===== config.mk =====
export PLATFORM = sky130hd
export DESIGN_NAME = rtc_pit
export DESIGN_NICKNAME = d
export VERILOG_FILES = /design/src/rtl/rtc_pit_pkg.sv /design/src/rtl/rtc_pit_regs.sv /design/src/rtl/rtc_pit_rate.sv /design/src/rtl/rtc_pit_count.sv /design/src/rtl/rtc_pit_status.sv /design/src/rtl/rtc_pit.sv
export SDC_FILE = /design/constraint.sdc
export NUM_CORES = 1
export LEC_CHECK = 0
export CORE_ASPECT_RATIO = 0.8
export CORE_MARGIN = 1.5
export CORE_UTILIZATION = 50
export DETAILED_ROUTE_END_ITERATION = 7
export PLACE_DENSITY = 0.71
export REMOVE_ABC_BUFFERS = 1
export SYNTH_ARGS = -nofsm -noshare
export SYNTH_HDL_FRONTEND = slang
export SYNTH_SLANG_ARGS = --single-unit

===== constraint.sdc =====
create_clock -name clk -period 2.9 [get_ports clk]
set_input_delay 0.725 -clock clk [delete_from_list [all_inputs] [get_ports clk]]
set_output_delay 0.725 -clock clk [all_outputs]
set_load 0.02 [all_outputs]

===== src/rtl/rtc_pit_pkg.sv =====
package rtc_pit_pkg;

  localparam int DATA_W  = 8;
  localparam int RATE_W  = 4;
  localparam int DIV_W   = 3;
  localparam int NCODES  = 2 ** RATE_W;

  localparam int REG_CTRL = 0;
  localparam int REG_EN   = 1;
  localparam int REG_STAT = 2;

  localparam int PIE_BIT  = 6;
  localparam int ST_SUM   = 7;
  localparam int ST_PF    = 6;
  localparam int ST_AF    = 5;
  localparam int ST_UF    = 4;
  localparam int RATE_LSB = 0;
  localparam int DIV_LSB  = 4;

  localparam logic [DIV_W-1:0] DIV_SLOW   = 3'b010;
  localparam logic [DIV_W-1:0] DIV_FAST_A = 3'b001;
  localparam logic [DIV_W-1:0] DIV_FAST_B = 3'b000;

  // Reference ticks per periodic event for a rate code and timebase.
  function automatic int pit_period(input int code, input bit slow, input int ref_hz);
    int shift;
    if (code == 0) return 0;
    shift = (slow && code <= 2) ? 9 - code : 16 - code;
    return ref_hz >> shift;
  endfunction

endpackage


===== src/rtl/rtc_pit_regs.sv =====
module rtc_pit_regs
  import rtc_pit_pkg::*;
#(
  parameter int IDX_W = 2
) (
  input  logic              clk,
  input  logic              rst,
  input  logic [IDX_W-1:0]  reg_idx,
  input  logic              reg_wr,
  input  logic              reg_rd,
  input  logic [DATA_W-1:0] reg_wdata,
  input  logic [DATA_W-1:0] stat_byte,
  output logic [DATA_W-1:0] reg_rdata,
  output logic [RATE_W-1:0] rate_code,
  output logic              slow_tb,
  output logic              pie,
  output logic              reload,
  output logic              irq_off,
  output logic              stat_rd
);

  logic [RATE_W-1:0] rate_q;
  logic [DIV_W-1:0]  div_q;
  logic              slow_q;
  logic [DATA_W-1:0] en_q;
  logic              reload_q;
  logic [DATA_W-1:0] rdata_q;

  logic wr_ctrl, wr_en;
  logic [DIV_W-1:0]  wdiv;
  logic [RATE_W-1:0] wrate;

  assign wr_ctrl = reg_wr && (reg_idx == IDX_W'(REG_CTRL));
  assign wr_en   = reg_wr && (reg_idx == IDX_W'(REG_EN));
  assign stat_rd = reg_rd && (reg_idx == IDX_W'(REG_STAT));
  assign wdiv    = reg_wdata[DIV_LSB +: DIV_W];
  assign wrate   = reg_wdata[RATE_LSB +: RATE_W];
  assign irq_off = wr_en && !reg_wdata[PIE_BIT];

  always_ff @(posedge clk) begin
    if (rst) begin
      rate_q   <= '0;
      div_q    <= '0;
      slow_q   <= 1'b0;
      en_q     <= '0;
      reload_q <= 1'b0;
    end else begin
      reload_q <= 1'b0;
      if (wr_ctrl) begin
        rate_q   <= wrate;
        div_q    <= wdiv;
        reload_q <= 1'b1;
        case (wdiv)
          DIV_SLOW:               slow_q <= 1'b1;
          DIV_FAST_A, DIV_FAST_B: slow_q <= 1'b0;
          default:                slow_q <= slow_q;
        endcase
      end
      if (wr_en) begin
        en_q <= reg_wdata;
        if (reg_wdata[PIE_BIT] != en_q[PIE_BIT]) reload_q <= 1'b1;
      end
    end
  end

  always_ff @(posedge clk) begin
    if (rst) begin
      rdata_q <= '0;
    end else if (reg_rd) begin
      if (reg_idx == IDX_W'(REG_CTRL))      rdata_q <= {1'b0, div_q, rate_q};
      else if (reg_idx == IDX_W'(REG_EN))   rdata_q <= en_q;
      else if (reg_idx == IDX_W'(REG_STAT)) rdata_q <= stat_byte;
      else                                  rdata_q <= '0;
    end
  end

  assign reg_rdata = rdata_q;
  assign rate_code = rate_q;
  assign slow_tb   = slow_q;
  assign pie       = en_q[PIE_BIT];
  assign reload    = reload_q;

  AST_CTRL_RELOADS: assert property (@(posedge clk) disable iff (rst)
    wr_ctrl |=> reload);

endmodule


===== src/rtl/rtc_pit_rate.sv =====
module rtc_pit_rate
  import rtc_pit_pkg::*;
#(
  parameter int REF_HZ = 65536,
  parameter int CNT_W  = 16
) (
  input  logic [RATE_W-1:0] rate_code,
  input  logic              slow_tb,
  output logic [CNT_W-1:0]  period
);

  logic [CNT_W-1:0] fast_tab [NCODES];
  logic [CNT_W-1:0] slow_tab [NCODES];

  for (genvar g = 0; g < NCODES; g++) begin : g_code
    localparam int FAST_P = pit_period(g, 1'b0, REF_HZ);
    localparam int SLOW_P = pit_period(g, 1'b1, REF_HZ);
    assign fast_tab[g] = CNT_W'(FAST_P);
    assign slow_tab[g] = CNT_W'(SLOW_P);
  end

  assign period = slow_tb ? slow_tab[rate_code] : fast_tab[rate_code];

  always_comb begin
    AST_RATE0_IDLE: assert (rate_code != '0 || period == '0);
  end

endmodule


===== src/rtl/rtc_pit_count.sv =====
module rtc_pit_count #(
  parameter int CNT_W = 16
) (
  input  logic             clk,
  input  logic             rst,
  input  logic             ref_tick,
  input  logic             pie,
  input  logic             reload,
  input  logic [CNT_W-1:0] period,
  output logic             expire
);

  logic [CNT_W-1:0] cnt_q;
  logic             run;

  assign run    = pie && (period != '0) && !reload;
  assign expire = run && ref_tick && (cnt_q <= CNT_W'(1));

  always_ff @(posedge clk) begin
    if (rst)                  cnt_q <= '0;
    else if (reload)          cnt_q <= period;
    else if (run && ref_tick) cnt_q <= expire ? period : cnt_q - 1'b1;
  end

  AST_CNT_BOUND: assert property (@(posedge clk) disable iff (rst)
    !reload |-> cnt_q <= period);

  AST_LOAD_FULL: assert property (@(posedge clk) disable iff (rst)
    reload |=> cnt_q == $past(period));

  AST_HOLD_OFF: assert property (@(posedge clk) disable iff (rst)
    (!pie && !reload) |=> $stable(cnt_q));

endmodule


===== src/rtl/rtc_pit_status.sv =====
module rtc_pit_status
  import rtc_pit_pkg::*;
(
  input  logic              clk,
  input  logic              rst,
  input  logic              expire,
  input  logic              alarm_evt,
  input  logic              update_evt,
  input  logic              stat_rd,
  input  logic              irq_off,
  output logic [DATA_W-1:0] stat_byte,
  output logic              irq
);

  logic pf_q, af_q, uf_q, irq_q;

  always_ff @(posedge clk) begin
    if (rst) begin
      pf_q  <= 1'b0;
      af_q  <= 1'b0;
      uf_q  <= 1'b0;
      irq_q <= 1'b0;
    end else begin
      if (stat_rd) begin
        pf_q <= expire;
        af_q <= alarm_evt;
        uf_q <= update_evt;
      end else begin
        pf_q <= pf_q | expire;
        af_q <= af_q | alarm_evt;
        uf_q <= uf_q | update_evt;
      end
      if (irq_off)      irq_q <= 1'b0;
      else if (expire)  irq_q <= 1'b1;
      else if (stat_rd) irq_q <= 1'b0;
    end
  end

  always_comb begin
    stat_byte         = '0;
    stat_byte[ST_PF]  = pf_q;
    stat_byte[ST_AF]  = af_q;
    stat_byte[ST_UF]  = uf_q;
    stat_byte[ST_SUM] = pf_q | af_q | uf_q;
  end

  assign irq = irq_q;

  AST_EXPIRE_FLAG: assert property (@(posedge clk) disable iff (rst)
    expire |=> pf_q);

  AST_IRQ_NEEDS_PF: assert property (@(posedge clk) disable iff (rst)
    irq_q |-> pf_q);

  AST_RD_CLEAR: assert property (@(posedge clk) disable iff (rst)
    (stat_rd && !expire && !alarm_evt && !update_evt) |=> (stat_byte == '0 && !irq_q));

  AST_EVT_SURVIVE: assert property (@(posedge clk) disable iff (rst)
    (stat_rd && alarm_evt) |=> af_q);

endmodule


===== src/rtl/rtc_pit.sv =====
module rtc_pit
  import rtc_pit_pkg::*;
#(
  parameter int IDX_W  = 2,
  parameter int REF_HZ = 65536
) (
  input  logic             clk,
  input  logic             rst,
  input  logic             ref_tick,
  input  logic [IDX_W-1:0] reg_idx,
  input  logic             reg_wr,
  input  logic             reg_rd,
  input  logic [7:0]       reg_wdata,
  output logic [7:0]       reg_rdata,
  input  logic             alarm_evt,
  input  logic             update_evt,
  output logic             irq
);

  localparam int CNT_W = $clog2(REF_HZ / 2 + 1);

  logic [RATE_W-1:0] rate_code;
  logic              slow_tb, pie, reload, irq_off, stat_rd, expire;
  logic [CNT_W-1:0]  period;
  logic [DATA_W-1:0] stat_byte;

  rtc_pit_regs #(.IDX_W(IDX_W)) regs_i (
    .clk(clk), .rst(rst), .reg_idx(reg_idx), .reg_wr(reg_wr), .reg_rd(reg_rd),
    .reg_wdata(reg_wdata), .stat_byte(stat_byte), .reg_rdata(reg_rdata),
    .rate_code(rate_code), .slow_tb(slow_tb), .pie(pie), .reload(reload),
    .irq_off(irq_off), .stat_rd(stat_rd)
  );

  rtc_pit_rate #(.REF_HZ(REF_HZ), .CNT_W(CNT_W)) rate_i (
    .rate_code(rate_code), .slow_tb(slow_tb), .period(period)
  );

  rtc_pit_count #(.CNT_W(CNT_W)) count_i (
    .clk(clk), .rst(rst), .ref_tick(ref_tick), .pie(pie), .reload(reload),
    .period(period), .expire(expire)
  );

  rtc_pit_status status_i (
    .clk(clk), .rst(rst), .expire(expire), .alarm_evt(alarm_evt),
    .update_evt(update_evt), .stat_rd(stat_rd), .irq_off(irq_off),
    .stat_byte(stat_byte), .irq(irq)
  );

  AST_SUMMARY: assert property (@(posedge clk) disable iff (rst)
    $past(reg_rd && reg_idx == IDX_W'(REG_STAT)) |-> (reg_rdata[7] == |reg_rdata[6:4]));

endmodule


==> qor.txt, run 1 <==
Core ar. -> 4600 um2
WL per Instance -> 16.1 um
Yosys cell types -> 50
H-tree depth -> 2
CP Launch Type -> input port
Post-synthesis async set-or-reset flop share -> 0
Latest clock arrival within the worst-skew pair -> 310 ps
Post_cts resized -> 0
Post-synth top cells -> 45 x dfxtp_1, 40 x nor2_1, 35 x nand2_1
CTS max path bufs -> 2
Final core occ -> 0.625
Layout cells sized above 1 -> 0.0948
Worst Path Arrival -> 2550 ps
DRC Markers -> 0
Max FO, Critical Path -> 12
TritonRoute pass-1 iters -> 5
Ys Warns -> 0
Fin. Hold Viols -> 0
Post-Syn Area -> 2400 um2
Max-Slew Margin vs Limit -> 0.617
Post-CTS Setup Bufs -> 0
RSZ-0062 raised after global routing -> no
Main synth FF type -> dfxtp_1
Inserted Clock Buffers -> 5
Avg Cell Area, Syn -> 8.02 um2
Via density per instance -> 6.01
F_max -> 434 MHz
Slew @ Worst Pin -> 573 ps
First-pass GRT wire length -> 10100 um
Nets -> 345
GRT Resource Usage Total -> 0.253
Total of max-cap violations -> 0
Pwr Density -> 529 nW/um2
Root Driver -> clkbuf_8
Synthesized flop and latch total -> 45
Final Wtd Congestion -> 0.977
Rows -> 22
Overall routed net length -> 6220 um
Antenna Cells -> 0
Crit share post-route -> 0.794
Post-DP HPWL -> 4510 um
CTS sink cnt -> 45
EDFF count, synth -> 0
Largest net degree at the start of global routing -> 23
Height of the chip -> 64.9 um
Worst EP required -> 3140 ps
I/O Buffers -> 25
Top-count cell post-synth -> dfxtp_1
Worst hold path class -> register to register
Total chip power -> 1520 uW
Initial antenna violation count -> 0
Leading area contributor after synthesis -> dfxtp_1
TritonCTS clock tree -> built
Register area share after synthesis -> 0.376
Clock transition at path regs -> 90 ps
Die area -> 5220 um2
Ranking of synthesized cells by area -> dfxtp_1 38%, mux2i_1 7.5%, nor2_1 6.3%
Yosys top cell area share -> 0.376
Leakage -> 0.00105 uW
Post-DRT Antenna Nets -> 0
GRT overflow -> 0
Max VDD drop -> 0.374 mV
Min cycle time layout -> 2300 ps
Boundary pin count -> 26
Pins Over Slew Limit -> 0
Final setup viols -> 0
TNS Setup -> 0 ps
Hold slack final -> 458 ps
Initial core utilization -> 0.522
Vias -> 2325
Die W -> 80.4 um
Vias in the first global route -> 2023
Final Skew -> 8.50 ps
Worst setup EP type -> register
Status -> completed
Critical Setup Path Class -> input port to register
CTS Hold Bufs -> 0
Area grow syn2layout -> 19.8%
DRT iter0 DRCs -> 195
Post-Synthesis Cells -> 299
==> metrics by stage <==
| step | cells | setup WS [ps] | area (um2) |
|---|---|---|---|
| 2_1_floorplan | 280 | 679 | 2310 |
| 3_3_place_gp | 379 | 332 | 2740 |
| 3_5_place_dp | 379 | 279 | 2740 |
| 4_1_cts | 387 | 618 | 2870 |
| 5_1_grt | 387 | 443 | 2870 |
| 6_report | 387 | 597 | 2870 |
==> logic make-up after synthesis <==
group	after synthesis	share of synthesized area
adder cells (fa/ha/maj)	2	0.0104
buffers and inverters	25	0.0464
flip-flops	45	0.376
AND/OR/NAND/NOR	144	0.309
multiplexers	18	0.0752
AO/OA/AOI/OAI	61	0.169
XOR/XNOR	4	0.0146
==> per-layer routing <==
metal / part of all wire / global-route usage / routed length, um
met2: 0.42 / 0.342 / 2590
met4: 0.013 / 0.0647 / 81
met5: 0 / 0 / 0
met1: 0.49 / 0.382 / 3050
met3: 0.081 / 0.0775 / 506
==> cell usage in the layout, fill, tap and decap left out, types with 5 or more instances in the layout <==
master,instances
nor3_1,14
clkbuf_8,5
a211oi_1,7
clkdlybuf4s50_1,25
nand2_1,35
o21ai_1,5
nor4_1,7
nor2_1,40
or4_1,7
a21oi_1,25
buf_4,14
dfxtp_1,45
nand3_1,7
mux2i_1,18
inv_1,5
nor2b_1,5
==> worst max-delay path: stages <==
cell and delay, ps:
clkdlybuf4s50_1 490, nand2_1 100, nor3_2 190, a31oi_2 270, buf_4 260, or3_1 370, a31oi_1 150
==> final cells by class <==
cell class	count	area (um2)
Timing Repair Buffer	39	355
Clock buffer	5	68.8
Clock inverter	3	65.1
Multi-Input combinational cell	229	1390
Inverter	6	22.5
Tap cell	60	75.1
Fill cell	391	1720
Sequential cell	45	901
==> final timing paths <==
path	start	to	slack [ps]	depth (start not counted)
min reg2reg	regs_i.en_q[4]$_SDFFE_PP0P_	regs_i.en_q[4]$_SDFFE_PP0P_	460	2
min	regs_i.en_q[4]$_SDFFE_PP0P_	regs_i.en_q[4]$_SDFFE_PP0P_	460	2
max	ref_tick	count_i.cnt_q[15]$_SDFFE_PP0P_	600	7
max reg2reg	count_i.cnt_q[0]$_SDFFE_PP0P_	count_i.cnt_q[15]$_SDFFE_PP0P_	660	8
==> registers in the layout, summed over array words and instances, names as in the netlist <==
register and flops:
regs_i.div_q 3, regs_i.slow_tb 1, regs_i.en_q 8, regs_i.reload 1, count_i.cnt_q 16, status_i.uf_q 1
regs_i.reg_rdata 8, status_i.pf_q 1, status_i.irq 1, regs_i.rate_code 4, status_i.af_q 1
==> where the power goes <==
part / switching (uW) / internal (uW)
sequential: 34.0 / 644
clock: 229 / 342
combinational: 155 / 117
total: 417 / 1100
No activity file was read; power rests on OpenSTA's default activity.
==> run 2: changes to the inputs <==
- clock period: 2.9 -> 2.2 ns (I/O delays scaled with it)
==> qor.txt, run 2 (synthesis results as in run 1) <==
Status -> completed
Reg2reg start -> count_i.cnt_q[5]$_SDFFE_PP0P_
CP Launch Type -> register
Pwr Density -> 599 nW/um2
Hold Startpoint -> regs_i.en_q[7]$_SDFFE_PP0P_
Die W -> 80.4 um
Rows -> 22
TritonRoute pass-1 iters -> 5
CTS sink cnt -> 45
Most frequent cells in the layout -> 45 x dfxtp_1, 40 x nor2_1, 40 x buf_4, 35 x nand2_1
Worst EP required -> 2430 ps
Area grow syn2layout -> 26.3%
R2R depth -> 5
I/O Buffers -> 25
Overall routed net length -> 6320 um
Final setup viols -> 0
Largest net degree at the start of global routing -> 31
WL per Instance -> 15.3 um
Final Skew -> 5.87 ps
Clock transition at path regs -> 90 ps
GRT overflow -> 0
Worst Path Arrival -> 2310 ps
First-pass GRT wire length -> 10400 um
Post-DP HPWL -> 4870 um
Core ar. -> 4600 um2
H-tree depth -> 2
Max VDD drop -> 0.398 mV
F_max -> 480 MHz
Fin. Hold Viols -> 0
Final Wtd Congestion -> 0.998
Slew @ Worst Pin -> 503 ps
Max-Slew Margin vs Limit -> 0.664
Vias in the first global route -> 2108
Total chip power -> 1810 uW
Boundary pin count -> 26
Worst setup EP type -> register
Inserted Clock Buffers -> 5
DRC Markers -> 0
Vias -> 2332
GRT Resource Usage Total -> 0.259
Root Driver -> clkbuf_8
Critical Setup Path Class -> register to register
Initial antenna violation count -> 0
Layout cells sized above 1 -> 0.167
DRT iter0 DRCs -> 169
Largest Register -> count_i.cnt_q
Pins Over Slew Limit -> 0
Nets -> 371
Post-DRT Antenna Nets -> 0
Total of max-cap violations -> 0
Worst hold path class -> register to register
Final Cell Area -> 3030 um2
Antenna Cells -> 0
Hold Path End -> regs_i.en_q[7]$_SDFFE_PP0P_
Filler cell count in the final layout -> 390
Height of the chip -> 64.9 um
Min cycle time layout -> 2080 ps
Crit share post-route -> 0.947
Hold Crit Depth -> 2
Die area -> 5220 um2
Post-CTS Setup Bufs -> 0
Commonest non-fill, non-tap cell in the layout -> dfxtp_1
Leakage -> 0.00115 uW
Latest clock arrival within the worst-skew pair -> 300 ps
Dpl cell area -> 2930 um2
Max FO, Critical Path -> 11
CTS max path bufs -> 2
Initial core utilization -> 0.522
TritonCTS clock tree -> built
Max reg flops -> 16
Via density per instance -> 5.65
R2r endpoint -> count_i.cnt_q[14]$_SDFFE_PP0P_
Reg2Reg Setup Slack -> 120 ps
-- run 2: stage by stage --
stage / setup WS [ps] / cells / utilization / setup TNS (ps) / hold slack, ps
final: 117 / 413 / 0.658 / 0 / 464
after global routing: -2.46 / 413 / 0.658 / -2.46 / 493
after CTS: 101 / 413 / 0.658 / 0 / 465
after floorplan: 144 / 280 / - / 0 / 430
after global placement: -142 / 405 / 0.638 / -657 / 443
after detailed placement: -189 / 405 / 0.638 / -1100 / 452
-- run 2: how the worst max path moves through the flow --
stage / slack [ps] / start / to / cells after the start
after floorplan: 140 / regs_i.rate_code[1]$_SDFFE_PP0P_ / count_i.cnt_q[11]$_SDFFE_PP0P_ / 5
after global placement: -140 / ref_tick / count_i.cnt_q[9]$_SDFFE_PP0P_ / 7
after detailed placement: -190 / ref_tick / count_i.cnt_q[10]$_SDFFE_PP0P_ / 7
after CTS: 100 / count_i.cnt_q[0]$_SDFFE_PP0P_ / count_i.cnt_q[6]$_SDFFE_PP0P_ / 7
after global routing: -2 / count_i.cnt_q[0]$_SDFFE_PP0P_ / count_i.cnt_q[6]$_SDFFE_PP0P_ / 7
final: 120 / count_i.cnt_q[5]$_SDFFE_PP0P_ / count_i.cnt_q[14]$_SDFFE_PP0P_ / 5
-- run 2: critical path: stages, from the launching register on --
cell,delay (ps)
dfxtp_1,390
nor4_4,340
and3_1,310
a31oi_2,240
or4_1,620
o211ai_1,110
-- run 2: metal layers --
layer	vias to the layer above	global-route usage	share of wire
met1	1053	0.382	0.50
met3	4	0.0845	0.089
met5	-	0	0
li1	1185	-	-
met2	90	0.364	0.41
met4	0	0.0539	0.0076
-- run 2: what timing repair did --
item                                   4_1_cts  5_1_grt
hold buffers                                 0        0
endpoints found under the hold margin        0        0
resized for setup                            0        2
setup endpoints to repair                    0        2
-- run 2: where the power goes --
part	leakage, uW	internal, uW	switching, uW	total (uW)
sequential	0.000366	849	36.7	886
combinational	0.000741	186	218	403
clock	0.0000445	226	299	525
-- run 2: final cells by class --
type | count | area [um2] | share of cell area
Clock buffer | 5 | 68.8 | 0.0227
Clock inverter | 3 | 21.3 | 0.00703
Inverter | 6 | 22.5 | 0.00744
Multi-Input combinational cell | 229 | 1390 | 0.458
Sequential cell | 45 | 901 | 0.298
Tap cell | 60 | 75.1 | 0.0248
Timing Repair Buffer | 65 | 551 | 0.182
==> run 3: changes to the inputs <==
- CORE_MARGIN: 1.5 -> 2
==> qor.txt, run 3 (synthesis results as in run 1) <==
Cells after DPL -> 402
Post-CTS Setup Bufs -> 0
CP startpoint -> count_i.cnt_q[0]$_SDFFE_PP0P_
DRT iter0 DRCs -> 299
Final Cell Area -> 3030 um2
R2R depth -> 7
Final Skew -> 2.21 ps
Worst setup EP type -> register
Nets -> 368
Max VDD drop -> 0.463 mV
R2r endpoint -> count_i.cnt_q[10]$_SDFFE_PP0P_
Finished Layout Cells -> 409
Rows -> 22
Initial antenna violation count -> 0
F_max -> 481 MHz
Status -> completed
Final setup viols -> 0
Pins Over Slew Limit -> 0
Multi-input logic area -> 1390 um2
Commonest non-fill, non-tap cell in the layout -> dfxtp_1
Post-DP HPWL -> 4950 um
Worst EP required -> 2380 ps
Reg2Reg Setup Slack -> 120 ps
Most frequent cells in the layout -> 45 x dfxtp_1, 40 x nor2_1, 36 x buf_4, 35 x nand2_1
Vias -> 2397
WL per Instance -> 15.6 um
Dpl cell area -> 2920 um2
Post_cts resized -> 0
Crit share post-route -> 0.946
Total of max-cap violations -> 0
Combinational share of power -> 0.219
Root Driver -> clkbuf_8
Core ar. -> 4600 um2
Clock power frac -> 0.317
Post-DRT Antenna Nets -> 0
GRT overflow -> 0
Sw frac -> 0.280
Clock transition at path regs -> 80 ps
Area grow syn2layout -> 26.3%
Max reg flops -> 16
Vias in the first global route -> 2056
Switching power total -> 534 uW
Via density per instance -> 5.86
Max-Slew Margin vs Limit -> 0.728
Die W -> 81.4 um
Antenna Cells -> 0
Hold Crit Depth -> 2
Worst Setup EP -> count_i.cnt_q[10]$_SDFFE_PP0P_
Flop pwr share -> 0.464
H-tree depth -> 2
Height of the chip -> 65.9 um
Leakage -> 0.00115 uW
I/O Buffers -> 25
RSZ-0062 raised after global routing -> no
Min cycle time layout -> 2080 ps
Final Wtd Congestion -> 1.03
GRT Resource Usage Total -> 0.253
Total chip power -> 1910 uW
Slew @ Worst Pin -> 404 ps
Reg area -> 901 um2
TritonRoute pass-1 iters -> 5
Max FO, Critical Path -> 6
Largest net degree at the start of global routing -> 30
Filler cell count in the final layout -> 406
Pwr Density -> 630 nW/um2
CTS Hold Bufs -> 0
Inserted Clock Buffers -> 5
Final core occ -> 0.659
Fin. Hold Viols -> 0
Layout cells sized above 1 -> 0.152
Overall routed net length -> 6370 um
Worst Path Arrival -> 2260 ps
DRC Markers -> 0
CP Launch Type -> register
Largest Register -> count_i.cnt_q
Int Power -> 1370 uW
Initial core utilization -> 0.522
Reg2reg start -> count_i.cnt_q[0]$_SDFFE_PP0P_
CTS max path bufs -> 2
Worst hold path class -> register to register
TritonCTS clock tree -> built
Critical Setup Path Class -> register to register
Die area -> 5370 um2
Boundary pin count -> 26
Latest clock arrival within the worst-skew pair -> 290 ps
CTS sink cnt -> 45
First-pass GRT wire length -> 10300 um
run 3: metal layers:
metal / up-vias / part of all wire / global-route usage
li1: 1183 / - / -
met1: 1103 / 0.50 / 0.399
met2: 107 / 0.40 / 0.336
met3: 4 / 0.094 / 0.0738
met4: 0 / 0.0057 / 0.0403
met5: - / 0 / 0
run 3: power groups by stage:
stage	combinational, uW	clock (uW)	sequential (uW)
finish	417	604	885
global route	456	654	890
CTS	408	613	884
detailed placement	405	0	903
global placement	409	0	902
floorplan	206	0	907
run 3: critical path, stage by stage, from the launching register on:
cell,delay (ps)
dfxtp_1,340
inv_1,60
ha_1,220
or3b_1,420
buf_4,180
nor4_1,300
o21ai_1,100
a311o_1,360
run 3: cell type report:
| cell class | instances | area share |
|---|---|---|
| multi-input combinational | 229 | 0.457 |
| sequential | 45 | 0.298 |
| timing repair buffer | 62 | 0.179 |
| tap | 60 | 0.0248 |
| clock buffer | 5 | 0.0227 |
| clock inverter | 2 | 0.0116 |
| inverter | 6 | 0.00744 |
run 3: worst min-delay path by stage:
stage                                start                           to
6_report       regs_i.en_q[3]$_SDFFE_PP0P_  regs_i.en_q[3]$_SDFFE_PP0P_
5_1_grt        regs_i.en_q[0]$_SDFFE_PP0P_  regs_i.en_q[0]$_SDFFE_PP0P_
4_1_cts        regs_i.en_q[4]$_SDFFE_PP0P_  regs_i.en_q[4]$_SDFFE_PP0P_
3_5_place_dp   regs_i.en_q[4]$_SDFFE_PP0P_  regs_i.en_q[4]$_SDFFE_PP0P_
3_3_place_gp   regs_i.en_q[1]$_SDFFE_PP0P_  regs_i.en_q[1]$_SDFFE_PP0P_
2_1_floorplan  regs_i.en_q[0]$_SDFFE_PP0P_  regs_i.en_q[0]$_SDFFE_PP0P_
run 3: stage by stage:
stage | TNS (ps) | hold WS, ps | worst slack, ps
after floorplan | 0 | 430 | 144
after global placement | -775 | 442 | -111
after detailed placement | -813 | 449 | -133
after CTS | 0 | 461 | 118
after global routing | 0 | 477 | 5.62
final | 0 | 463 | 120
